[config.mk]
export PLATFORM = sky130hd
export DESIGN_NAME = cfg_spi_regbank
export DESIGN_NICKNAME = d
export VERILOG_FILES = /design/src/rtl/cfg_spi_pkg.sv /design/src/rtl/cfg_spi_sync.sv /design/src/rtl/cfg_spi_frame.sv /design/src/rtl/cfg_spi_regs.sv /design/src/rtl/cfg_spi_regbank.sv
export SDC_FILE = /design/constraint.sdc
export NUM_CORES = 1
export LEC_CHECK = 0
export CORE_ASPECT_RATIO = 1.4
export CORE_MARGIN = 2
export CORE_UTILIZATION = 30
export CTS_CLUSTER_SIZE = 8
export DETAILED_ROUTE_END_ITERATION = 16
export HOLD_SLACK_MARGIN = 0.08
export SYNTH_ARGS = -nofsm -noshare
export SYNTH_HDL_FRONTEND = slang
export SYNTH_SLANG_ARGS = --single-unit
[constraint.sdc]
create_clock -name clk -period 1.93 [get_ports clk]
set_input_delay 0.579 -clock clk [delete_from_list [all_inputs] [get_ports clk]]
set_output_delay 0.579 -clock clk [all_outputs]
set_load 0.05 [all_outputs]
[src/rtl/cfg_spi_pkg.sv]
package cfg_spi_pkg;
   localparam int CFG_DW         = 8;
   localparam int REG_MODE       = 0;
   localparam int REG_SIN_GAIN   = 1;
   localparam int REG_SIN_OFS    = 2;
   localparam int REG_COS_GAIN   = 3;
   localparam int REG_COS_OFS    = 4;
   localparam int MODE_ALIGN_BIT = 0;
   localparam int MODE_CAL_BIT   = 1;
   localparam int MODE_STORE_BIT = 7;

   typedef struct packed {
      logic              align;
      logic              cal;
      logic [CFG_DW-1:0] sin_gain;
      logic [CFG_DW-1:0] sin_ofs;
      logic [CFG_DW-1:0] cos_gain;
      logic [CFG_DW-1:0] cos_ofs;
   } cfg_t;
endpackage

[src/rtl/cfg_spi_sync.sv]
module cfg_spi_sync #(
   parameter int STAGES = 2
) (
   input  logic clk,
   input  logic rst_n,
   input  logic d,
   output logic q
);
   logic [STAGES-1:0] pipe;

   generate
      if (STAGES == 1) begin : g_single
         always_ff @(posedge clk or negedge rst_n)
            if (!rst_n) pipe <= '0;
            else        pipe <= d;
      end else begin : g_chain
         always_ff @(posedge clk or negedge rst_n)
            if (!rst_n) pipe <= '0;
            else        pipe <= {pipe[STAGES-2:0], d};
      end
   endgenerate

   assign q = pipe[STAGES-1];
endmodule

[src/rtl/cfg_spi_frame.sv]
module cfg_spi_frame #(
   parameter int ADDR_W     = 7,
   parameter int DATA_W     = 8,
   parameter int IDLE_LIMIT = 64,
   localparam int FRAME_W   = 1 + ADDR_W + DATA_W
) (
   input  logic               clk,
   input  logic               rst_n,
   input  logic               sclk_s,
   input  logic               sdi_s,
   input  logic [DATA_W-1:0]  rd_data,
   output logic               hdr_stb,
   output logic [ADDR_W:0]    hdr_word,
   output logic               frame_stb,
   output logic [FRAME_W-1:0] rx_word,
   output logic               sdo
);
   localparam int CNT_W    = $clog2(FRAME_W);
   localparam int IDLE_W   = $clog2(IDLE_LIMIT + 1);
   localparam int HDR_LAST = ADDR_W;

   logic               sclk_d;
   logic               rise, fall;
   logic [CNT_W-1:0]   bit_cnt;
   logic [IDLE_W-1:0]  idle_cnt;
   logic [FRAME_W-1:0] sh;
   logic [DATA_W-1:0]  tx_sh;

   assign rise = sclk_s & ~sclk_d;
   assign fall = ~sclk_s & sclk_d;

   always_ff @(posedge clk or negedge rst_n) begin
      if (!rst_n) begin
         sclk_d    <= 1'b0;
         bit_cnt   <= '0;
         idle_cnt  <= '0;
         sh        <= '0;
         tx_sh     <= '0;
         sdo       <= 1'b0;
         hdr_stb   <= 1'b0;
         frame_stb <= 1'b0;
      end else begin
         sclk_d    <= sclk_s;
         hdr_stb   <= 1'b0;
         frame_stb <= 1'b0;

         if (rise || fall)
            idle_cnt <= '0;
         else if (idle_cnt != IDLE_W'(IDLE_LIMIT))
            idle_cnt <= idle_cnt + 1'b1;

         if (rise) begin
            sh <= {sh[FRAME_W-2:0], sdi_s};
            if (bit_cnt == CNT_W'(HDR_LAST))
               hdr_stb <= 1'b1;
            if (bit_cnt == CNT_W'(FRAME_W - 1)) begin
               frame_stb <= 1'b1;
               bit_cnt   <= '0;
            end else begin
               bit_cnt <= bit_cnt + 1'b1;
            end
         end else if (!fall && idle_cnt == IDLE_W'(IDLE_LIMIT - 1)) begin
            bit_cnt <= '0;
         end

         if (hdr_stb)
            tx_sh <= hdr_word[ADDR_W] ? '0 : rd_data;
         else if (fall) begin
            sdo   <= tx_sh[DATA_W-1];
            tx_sh <= {tx_sh[DATA_W-2:0], 1'b0};
         end else if (idle_cnt == IDLE_W'(IDLE_LIMIT - 1)) begin
            tx_sh <= '0;
            sdo   <= 1'b0;
         end
      end
   end

   assign hdr_word = sh[ADDR_W:0];
   assign rx_word  = sh;
endmodule

[src/rtl/cfg_spi_regs.sv]
module cfg_spi_regs
   import cfg_spi_pkg::*;
#(
   parameter int ADDR_W  = 7,
   parameter int DATA_W  = 8,
   parameter int KEY_ADR = 'h1B,
   parameter int KEY_VAL = 'hEB
) (
   input  logic              clk,
   input  logic              rst_n,
   input  logic              wr_stb,
   input  logic [ADDR_W-1:0] wr_addr,
   input  logic [DATA_W-1:0] wr_data,
   input  logic [ADDR_W-1:0] rd_addr,
   output logic [DATA_W-1:0] rd_data,
   output cfg_t              cfg,
   output logic              unlocked,
   output logic              store_req
);
   always_ff @(posedge clk or negedge rst_n) begin
      if (!rst_n) begin
         cfg       <= '0;
         unlocked  <= 1'b0;
         store_req <= 1'b0;
      end else begin
         store_req <= 1'b0;
         if (wr_stb) begin
            if (wr_addr == ADDR_W'(KEY_ADR)) begin
               unlocked <= (wr_data == DATA_W'(KEY_VAL));
            end else if (unlocked) begin
               if (wr_addr == ADDR_W'(REG_MODE)) begin
                  cfg.cal   <= wr_data[MODE_CAL_BIT];
                  cfg.align <= wr_data[MODE_ALIGN_BIT] & ~wr_data[MODE_CAL_BIT];
                  store_req <= wr_data[MODE_STORE_BIT];
               end else if (wr_addr == ADDR_W'(REG_SIN_GAIN))
                  cfg.sin_gain <= wr_data;
               else if (wr_addr == ADDR_W'(REG_SIN_OFS))
                  cfg.sin_ofs <= wr_data;
               else if (wr_addr == ADDR_W'(REG_COS_GAIN))
                  cfg.cos_gain <= wr_data;
               else if (wr_addr == ADDR_W'(REG_COS_OFS))
                  cfg.cos_ofs <= wr_data;
            end
         end
      end
   end

   always_comb begin
      rd_data = '0;
      if (rd_addr == ADDR_W'(REG_MODE)) begin
         rd_data[MODE_ALIGN_BIT] = cfg.align;
         rd_data[MODE_CAL_BIT]   = cfg.cal;
      end else if (rd_addr == ADDR_W'(REG_SIN_GAIN)) rd_data = cfg.sin_gain;
      else if (rd_addr == ADDR_W'(REG_SIN_OFS))      rd_data = cfg.sin_ofs;
      else if (rd_addr == ADDR_W'(REG_COS_GAIN))     rd_data = cfg.cos_gain;
      else if (rd_addr == ADDR_W'(REG_COS_OFS))      rd_data = cfg.cos_ofs;
      else if (rd_addr == ADDR_W'(KEY_ADR))          rd_data[0] = unlocked;
   end
endmodule

[src/rtl/cfg_spi_regbank.sv]
module cfg_spi_regbank
   import cfg_spi_pkg::*;
#(
   parameter int ADDR_W      = 7,
   parameter int DATA_W      = 8,
   parameter int KEY_ADR     = 'h1B,
   parameter int KEY_VAL     = 'hEB,
   parameter int IDLE_LIMIT  = 64,
   parameter int SYNC_STAGES = 2
) (
   input  logic              clk,
   input  logic              rst_n,
   input  logic              spi_clk,
   input  logic              spi_mosi,
   output logic              spi_miso,
   output logic              align_mode,
   output logic              cal_mode,
   output logic [DATA_W-1:0] sin_gain,
   output logic [DATA_W-1:0] sin_offset,
   output logic [DATA_W-1:0] cos_gain,
   output logic [DATA_W-1:0] cos_offset,
   output logic              store_req
);
   localparam int FRAME_W = 1 + ADDR_W + DATA_W;

   generate
      if (DATA_W != CFG_DW) begin : g_bad_dw
         $error("DATA_W must equal the package register width");
      end
      if (KEY_ADR >= (1 << ADDR_W)) begin : g_bad_key
         $error("KEY_ADR does not fit in ADDR_W bits");
      end
      if (IDLE_LIMIT < 4) begin : g_bad_idle
         $error("IDLE_LIMIT must be at least 4");
      end
      if (SYNC_STAGES < 1) begin : g_bad_sync
         $error("SYNC_STAGES must be at least 1");
      end
   endgenerate

   logic               sclk_s, sdi_s;
   logic               hdr_stb, frame_stb, unlocked;
   logic [ADDR_W:0]    hdr_word;
   logic [FRAME_W-1:0] rx_word;
   logic [DATA_W-1:0]  rd_data;
   cfg_t               cfg;

   cfg_spi_sync #(.STAGES(SYNC_STAGES)) u_sync_clk (
      .clk(clk), .rst_n(rst_n), .d(spi_clk), .q(sclk_s));
   cfg_spi_sync #(.STAGES(SYNC_STAGES)) u_sync_dat (
      .clk(clk), .rst_n(rst_n), .d(spi_mosi), .q(sdi_s));

   cfg_spi_frame #(.ADDR_W(ADDR_W), .DATA_W(DATA_W), .IDLE_LIMIT(IDLE_LIMIT)) u_frame (
      .clk(clk), .rst_n(rst_n), .sclk_s(sclk_s), .sdi_s(sdi_s),
      .rd_data(rd_data), .hdr_stb(hdr_stb), .hdr_word(hdr_word),
      .frame_stb(frame_stb), .rx_word(rx_word), .sdo(spi_miso));

   cfg_spi_regs #(.ADDR_W(ADDR_W), .DATA_W(DATA_W),
                  .KEY_ADR(KEY_ADR), .KEY_VAL(KEY_VAL)) u_regs (
      .clk(clk), .rst_n(rst_n),
      .wr_stb(frame_stb & rx_word[FRAME_W-1]),
      .wr_addr(rx_word[FRAME_W-2:DATA_W]),
      .wr_data(rx_word[DATA_W-1:0]),
      .rd_addr(hdr_word[ADDR_W-1:0]),
      .rd_data(rd_data), .cfg(cfg),
      .unlocked(unlocked), .store_req(store_req));

   assign align_mode = cfg.align;
   assign cal_mode   = cfg.cal;
   assign sin_gain   = cfg.sin_gain;
   assign sin_offset = cfg.sin_ofs;
   assign cos_gain   = cfg.cos_gain;
   assign cos_offset = cfg.cos_ofs;
endmodule

* After elaboration in Yosys (flattened, before gate mapping) *
Index checks and enable logic that the tools add are counted.

storage, ports and cells
  register bits = 79
  input port bits = 4
  output and inout bits = 36
  logic and storage cells = 91

cells by class
  add/subtract/negate cells = 2
  eq/ne operators = 15
  mux-type cells = 27
  bitwise gates (word level) = 13
  reductions and logical operators = 16

operators with widths
  cell                 number
  $mux 8               7
  $eq 7x2->1 const B   4
  $mux 7               3
  $eq 7x1->1 const B   2
  $eq 7x3->1 const B   2
  $eq 7x5->1 const B   2
  $logic_not 7->1      2
  $mux 1               12
  $mux 4               3
  $not 1->1            9
  $eq 8x8->1 const B   1
  $reduce_and 8->1     1
  $add 7x1->7 const B  1
  $eq 7x6->1 const B   1
  $ne 7x7->1 const B   1
  $reduce_and 7->1     1
  $mux 6               1
  $reduce_and 6->1     1
  $reduce_bool 2->1    3
  $reduce_and 5->1     1
  $add 4x1->4 const B  1
  $and 1x1->1          4
  $eq 4x3->1 const B   1
  $eq 4x4->1 const B   1
  other kinds (7)      8

* Depth between registers and ports, before layout *
Gate-level depths: netlist (run 1).

  depth in word-level cells = 9
  gate-level depth with buffers = 7
  gate-level depth less buffers = 6

* By module *
A second synthesis (run 1) with hierarchy kept.

unflattened totals
  cells, all modules = 299
  area, all modules = 3,703.6 um^2

modules (own cells, without submodules)
  module           times used  cells each  area each (um^2)  seq. area each (um^2)
  cfg_spi_regs     1           140         1,843.0           900.9
  cfg_spi_frame    1           154         1,754.2           975.9
  cfg_spi_sync     2           2           50.0              50.0
  cfg_spi_regbank  1           1           6.3               0.0

* Least setup slack after synthesis (run 1) *
OpenSTA, ideal clock, no wires.

  path type = register to register
  from = reg u_frame.sh[5] (netlist: u_frame.rx_word[5])
  to = reg u_frame.tx_sh[0]
  library setup time = 0.127 ns
  data arrival time = 1.721 ns
  data required time = 1.803 ns
  slack = 0.081 ns
  stages on the path, launching flop included = 6
  buffers on the path = 1
  clock period less this slack = 1.849 ns
  path through = dfrtp_1 -> or4_4 -> or3_1 -> buf_6 -> o311ai_2 -> o21ai_1

between the ends
  cells in the longest elaborated chain, start to end = 9
  elaborated cells between the ends (all ways) = 14
  classes of those cells = 5 x eq/ne; 8 x mux; 1 x reduce/logical

RTL lines
  what                    RTL line             RTL
  start, declared         cfg_spi_frame.sv:26  logic [FRAME_W-1:0] sh;
  start signal, assigned  cfg_spi_frame.sv:53  sh <= {sh[FRAME_W-2:0], sdi_s};
  $eq 7x5->1              cfg_spi_regs.sv:57   else if (rd_addr == ADDR_W'(KEY_ADR)) rd_data[0] = unlocked;
  $mux 1                  cfg_spi_regs.sv:57
  $mux 1                  cfg_spi_regs.sv:56   else if (rd_addr == ADDR_W'(REG_COS_OFS)) rd_data = cfg.cos_ofs;
  $mux 8                  cfg_spi_regs.sv:55   else if (rd_addr == ADDR_W'(REG_COS_GAIN)) rd_data = cfg.cos_gain;
  $mux 8                  cfg_spi_regs.sv:54   else if (rd_addr == ADDR_W'(REG_SIN_OFS)) rd_data = cfg.sin_ofs;
  $mux 8                  cfg_spi_regs.sv:53   end else if (rd_addr == ADDR_W'(REG_SIN_GAIN)) rd_data = cfg.sin_gain;
  $mux 2 (*)              cfg_spi_regs.sv:50   if (rd_addr == ADDR_W'(REG_MODE)) begin
  $mux 8 (*)              cfg_spi_frame.sv:67  tx_sh <= hdr_word[ADDR_W] ? '0 : rd_data;
  $mux 8 (*)              cfg_spi_frame.sv:66  if (hdr_stb)
  end signal, assigned    cfg_spi_frame.sv:67
  end signal, assigned    cfg_spi_frame.sv:70  tx_sh <= {tx_sh[DATA_W-2:0], 1'b0};
  end, declared           cfg_spi_frame.sv:27  logic [DATA_W-1:0] tx_sh;

Mark *: on every way between the ends. The rest lies on a longest branch, timed or not.
A chain may end at the register's enable or synchronous reset.

* Worst setup path after layout (run 1) *
  from = reg u_frame.sh[5] (netlist: u_frame.rx_word[5])
  to = reg u_frame.tx_sh[1]

between the ends
  cells in the longest elaborated chain, start to end = 8
  elaborated cells between the ends (all ways) = 12
  classes of those cells = 4 x eq/ne; 7 x mux; 1 x reduce/logical

RTL lines
  what        RTL line
  $eq 7x3->1  cfg_spi_regs.sv:56
  $mux 7      cfg_spi_regs.sv:56
  $mux 8      cfg_spi_regs.sv:55
  $mux 8      cfg_spi_regs.sv:54
  $mux 8      cfg_spi_regs.sv:53
  $mux 2 (*)  cfg_spi_regs.sv:50
  $mux 8 (*)  cfg_spi_frame.sv:67
  $mux 8 (*)  cfg_spi_frame.sv:66

Marks and branches as above.

==> results of run 1 <==
## cell families (layout without fill, tap and decap cells)
logic type	count (synthesis)	in the layout	share of synthesized area
compound gates	54	54	0.0953
xor+xnor	4	4	0.00956
fa+ha+maj	5	5	0.0171
buf+inv	24	82	0.0314
flops	79	79	0.539
mux	50	50	0.153
simple gates	92	92	0.154
## layer usage
layer  vias to the layer above  global-route usage  share of wire  routed length, µm
li1                       1217                   -              -                  -
met1                      1293               0.167           0.44               3720
met2                        47               0.234           0.52               4360
met3                        10              0.0243          0.025                207
met4                         0              0.0579          0.019                162
met5                         -                   0              0                  0
## power by group through the flow
| stage | logic [mW] | clock network (mW) | registers (mW) |
|---|---|---|---|
| 2_1_floorplan | 0.499 | 0 | 2.00 |
| 3_3_place_gp | 0.697 | 0 | 2.06 |
| 3_5_place_dp | 0.714 | 0 | 2.07 |
| 4_1_cts | 0.714 | 1.92 | 2.04 |
| 5_1_grt | 0.791 | 2.00 | 2.08 |
| 6_report | 0.714 | 1.89 | 2.04 |
## worst max-delay path, delay by kind of cell, from the launching register on
kind               cells  cell delay (ps)
and+or+nand+nor        2              970
AOI/OAI and AO/OA      2              350
DFF                    1              370
## worst max path at each step
stage,to,slack (ps)
6_report,u_frame.tx_sh[1],110
2_1_floorplan,u_frame.tx_sh[0],80
4_1_cts,u_frame.tx_sh[1],20
3_3_place_gp,u_frame.tx_sh[0],80
3_5_place_dp,u_frame.tx_sh[1],40
5_1_grt,u_regs.cfg[28],30
## final cells by class
cell class	instances	area (µm²)	share of cell area
flip-flops and latches	79	1980	0.430
clock inverters	4	95.1	0.0207
clock buffers	11	233	0.0506
multi-input cells	205	1580	0.344
inverters	8	30.0	0.00653
well taps	147	184	0.0400
repair buffers	59	498	0.108
## per-stage QoR
step,total power [mW],hold WS [ps],cells,utilization
6_report,4.65,187,513,0.387
5_1_grt,4.87,208,513,0.387
4_1_cts,4.68,200,513,0.386
3_5_place_dp,2.78,345,498,0.359
3_3_place_gp,2.75,342,498,0.359
2_1_floorplan,2.50,283,308,-
## cell usage after synthesis (2+ instances only)
cell / number
or3_1: 2
mux2i_1: 2
dfrtp_1: 79
xnor2_1: 3
nand4_1: 3
a211oi_1: 2
nand2_1: 23
nor3b_1: 3
a22oi_1: 6
nand4b_1: 2
ha_1: 5
o221ai_1: 5
mux2_2: 48
inv_1: 8
nand3_1: 4
o21ai_0: 10
nand2b_1: 4
a31oi_1: 2
a21boi_0: 2
or2b_1: 2
clkbuf_1: 12
nor2_1: 7
a21oi_1: 18
nor3b_2: 2
nor2b_1: 2
and2b_1: 2
and2_1: 10
buf_6: 2
nand3b_1: 15
## sequential cells by signal, summed over array words and instances, names as in the netlist
| register | flops |
|---|---|
| u_sync_dat.pipe | 2 |
| u_frame.bit_cnt | 4 |
| u_frame.tx_sh | 8 |
| u_sync_clk.pipe | 2 |
| u_frame.idle_cnt | 7 |
| u_frame.sdo | 1 |
| u_regs.store_req | 1 |
| u_frame.rx_word | 16 |
| u_frame.frame_stb | 1 |
| u_frame.sclk_d | 1 |
| u_regs.unlocked | 1 |
| u_regs.cfg | 34 |
| u_frame.hdr_stb | 1 |
## what timing repair did
item | in CTS | in global routing
setup buffers | 0 | 0
gates resized for setup | 0 | 2
setup endpoints to repair | 0 | 24
==> results_dict.tcl, run 1 <==
set metrics [dict create \
    hold_class "in -> async" \
    grtUsageTotal 0.136 \
    fmax_ghz 0.548 \
    dpl.hpwl_um 6010 \
    tightest_slew_ps 429 \
    required_ps 2140 \
    vias_per_cell 5.00 \
    finalCritPeriodShare 0.945 \
    ys_seq_area_frac 0.539 \
    clock_path_buffers 2 \
    placed_area_mm2 0.00426 \
    antenna_left 0 \
    worst-r2r-setup-slack_ps 110 \
    max_stage_delay_ps 570 \
    fp-row-count 47 \
    setup_viol 0 \
    h-tree-depth 3 \
    drive_gt1_frac 0.347 \
    seq_power_share 0.440 \
    end_kind "flip-flop" \
    p_clk_frac 0.407 \
    synth_cell_types 52 \
    clock_latency_ps 330 \
    crit_fanout 8 \
    p_leak_nw 2.16 \
    ctsHoldBuffers 0 \
    cp_cell_sequence "or4_4 -> or3_4 -> o31ai_1 -> o22ai_1" \
    post-route-cell-area_mm2 0.00460 \
    cts.clk_slew.worst_paths_ps 60 \
    synth_top_cell_area_share 0.539 \
    die_h_um 135 \
    fin_worst_skew_ps 7.04 \
    start_util 0.309 \
    pwr-share-comb 0.154 \
    core_area_mm2 0.0119 \
    die_w_um 97.4 \
    dp_worst_setup_slack_ps 35.8 \
    syn_inst 308 \
    hold_violations 0 \
    dominantRegCellSynth "dfrtp_1" \
    slew_headroom 0.714 \
    final_cell_mix "79 x dfrtp_1, 53 x buf_4, 48 x mux2_2, 23 x nand2_1, 18 x a21oi_1" \
    critical_path.slowest_cell "or4_4" \
    r2r-start "u_frame.rx_word[5]" \
    p_int_mw 3.43 \
    cap_violations 0 \
    tns_ps 0 \
    grt_start_max_net_pins 31 \
    period_minus_slack_ps 1820 \
    rsz0062_at_grt "false" \
    numCtsBuffers 9 \
    ys_ff_latch 79 \
    fin_ws_ps 106 \
    drt-pass1-iter-count 4 \
    globalplace.congestion 0.838 \
    switching_share 0.263 \
    wl_um 8450 \
    cp-start-kind "flip-flop" \
    grt_pass1_wl_um 14100 \
    portBuffers 39 \
    reg2reg_depth 4 \
    grt_antenna_before_repair 0 \
    fillCellCount 1177 \
    boundaryPins 40 \
    syn_area_mm2 0.00366 \
    cts_tree "yes" \
    synth_edf_count 0 \
    dr.first_iter.drc_count 145 \
    async_flop_share 1.00 \
    slew_violations 0 \
    yosys_warnings 0 \
    drc 0 \
    cp-startpoint "u_frame.rx_word[5]" \
    die_area_mm2 0.0131 \
    n_antenna_cell 0 \
    vias 2567 \
    area_delta_synth_final_pct 25.5 \
    outcome "complete, no violations" \
    post_drt_wl_per_cell_um 16.5 \
    rr_endpoint "u_frame.tx_sh[1]" \
    synth_area_leaders "dfrtp_1 54%, mux2_2 15%, nand3b_1 3.1%" \
    cts_root_buffer "clkbuf_16" \
    post-synth-top-area-cell "dfrtp_1" \
    syn-num-nets 317 \
    switchingPower_mw 1.22 \
    worstSetupPathType "reg -> reg" \
    clock-sinks 79 \
    vdd.ir_drop.worst_uv 452 \
    arrival_ps 2030 \
    nets 371 \
    grt_pass1_vias 2665 \
    powerDensity_mw_per_mm2 1010 \
    grt_remaining_overflow 0 \
    final_common_cell "dfrtp_1" \
    avgSynthCellArea_um2 11.9 \
]
Power figures use the tool's default switching activity.
==> inputs of run 2 (changes only) <==
- CORE_MARGIN: 2 -> default
- REMOVE_ABC_BUFFERS: default -> 1
- SETUP_SLACK_MARGIN: default -> 0.2
==> run 2 against run 1 <==
Net effect:
- clock power decreased by 19%
- register-to-register slack barely moved
- cell area up 1.8%
- largest cell class unchanged
- final cell count is 1.9% higher
- sequential power about the same
- clock-buffer cell count did not move
- wire length rose by 2.2%
- sequential cell count is the same
- largest power group unchanged
==> results_dict.tcl, run 2 (synthesis results as in run 1) <==
set metrics [dict create \
    outcome "complete, no violations" \
    post_drt_wl_per_cell_um 16.5 \
    powerDensity_mw_per_mm2 940 \
    tightest_slew_ps 441 \
    cap_violations 0 \
    largest_reg_flops 34 \
    slew_violations 0 \
    regMostFlops "u_regs.cfg" \
    h-tree-depth 3 \
    pwr-share-comb 0.187 \
    fin_worst_skew_ps 7.05 \
    clock-sinks 79 \
    n_antenna_cell 0 \
    grtUsageTotal 0.148 \
    cp-start-kind "flip-flop" \
    drc 0 \
    critical_path.slowest_cell "or4_4" \
    max_stage_delay_ps 550 \
    grt_antenna_before_repair 0 \
    grt_remaining_overflow 0 \
    ctsHoldBuffers 0 \
    core_area_mm2 0.0119 \
    globalplace.congestion 0.766 \
    nets 381 \
    cts.clk_slew.worst_paths_ps 60 \
    p_clk_frac 0.348 \
    hold_violations 0 \
    slew_headroom 0.706 \
    fillCellCount 1187 \
    rr_endpoint "u_frame.tx_sh[0]" \
    fin_util 0.394 \
    fp-row-count 47 \
    seq_power_share 0.465 \
    grt_start_max_net_pins 33 \
    numCtsBuffers 9 \
    area_delta_synth_final_pct 27.8 \
    p_leak_nw 2.19 \
    dpl.hpwl_um 6020 \
    clock_path_buffers 2 \
    drive_gt1_frac 0.372 \
    start_util 0.309 \
    required_ps 2150 \
    arrival_ps 2050 \
    grt_pass1_wl_um 14200 \
    end_kind "flip-flop" \
    period_minus_slack_ps 1830 \
    vias_per_cell 5.09 \
    switching_share 0.285 \
    die_w_um 95.4 \
    boundaryPins 40 \
    rsz0062_at_grt "true" \
    finalCritPeriodShare 0.948 \
    power_mw 4.40 \
    worstSetupPathType "reg -> reg" \
    drt-pass1-iter-count 4 \
    cts_tree "yes" \
    die_h_um 133 \
    wl_um 8630 \
    grt_pass1_vias 2722 \
    p_int_mw 3.14 \
    final_common_cell "dfrtp_1" \
    placed_area_mm2 0.00428 \
    vias 2660 \
    tns_ps 0 \
    antenna_left 0 \
    switchingPower_mw 1.26 \
    r2r-start "u_frame.rx_word[5]" \
    post-route-cell-area_mm2 0.00468 \
    fmax_ghz 0.547 \
    cts_root_buffer "clkbuf_16" \
    reg2reg_depth 4 \
    crit_fanout 8 \
    cp_cell_sequence "or4_4 -> or3_4 -> o311ai_4 -> o21ai_1" \
    final_cell_mix "79 x dfrtp_1, 62 x buf_4, 36 x mux2_2, 23 x nand2_1, 18 x a21oi_1" \
    vdd.ir_drop.worst_uv 449 \
    die_area_mm2 0.0127 \
    setup_viol 0 \
    portBuffers 39 \
    hold_class "in -> async" \
    worst-r2r-setup-slack_ps 100 \
    dr.first_iter.drc_count 109 \
    clock_latency_ps 340 \
]
[run 2: power by group through the flow]
stage | sequential (mW) | combinational (mW) | clock, mW
3_5_place_dp | 2.07 | 0.724 | 0
6_report | 2.05 | 0.824 | 1.53
4_1_cts | 2.04 | 0.778 | 1.57
5_1_grt | 2.07 | 0.904 | 1.64
3_3_place_gp | 2.06 | 0.703 | 0
2_1_floorplan | 2.08 | 0.364 | 0
[run 2: cell type report]
type,instances,area (µm²),area share
Sequential cell,79,1980,0.422
Multi-Input combinational cell,205,1660,0.354
Timing Repair Buffer,69,568,0.121
Clock buffer,11,243,0.0518
Tap cell,147,184,0.0393
Inverter,8,30.0,0.00641
Clock inverter,4,22.5,0.00481
[run 2: worst max path at each step]
stage | start | to | slack (ps) | cells past startpoint
2_1_floorplan | u_frame.rx_word[0] | u_frame.tx_sh[0] | 60 | 4
3_3_place_gp | u_frame.rx_word[5] | u_frame.tx_sh[0] | 70 | 4
3_5_place_dp | u_frame.rx_word[5] | u_frame.tx_sh[0] | 40 | 4
4_1_cts | u_frame.rx_word[5] | u_frame.tx_sh[0] | 150 | 4
5_1_grt | u_frame.rx_word[13] | u_regs.cfg[21] | 60 | 5
6_report | u_frame.rx_word[5] | u_frame.tx_sh[0] | 100 | 4
[run 2: critical path, delay by kind of cell, from the launching register on]
| kind | cells | cell delay, ps |
|---|---|---|
| flops | 1 | 380 |
| compound gates | 2 | 310 |
| simple gates | 2 | 1010 |
[run 2: stage by stage]
stage	hold WS, ps	cells	setup WS, ps
final	182	523	101
after global routing	205	523	61.7
after CTS	190	520	148
after detailed placement	341	502	41.0
after global placement	336	502	70.4
after floorplan	283	292	55.4
[run 2: repair_timing]
| item | 4_1_cts | 5_1_grt |
|---|---|---|
| pin swaps | 6 | 5 |
| endpoints found under the hold margin | 0 | 0 |
| setup endpoints to repair | 29 | 33 |
| cloned | 0 | 0 |
| buffers inserted | 3 | 3 |
| resized for setup | 14 | 6 |
[run 2: metal layers]
layer | vias to the layer above | global-route usage | wire length (µm)
li1 | 1244 | - | -
met2 | 42 | 0.245 | 4400
met1 | 1363 | 0.188 | 3870
met4 | 0 | 0.0597 | 140
met3 | 11 | 0.0270 | 222
met5 | - | 0 | 0
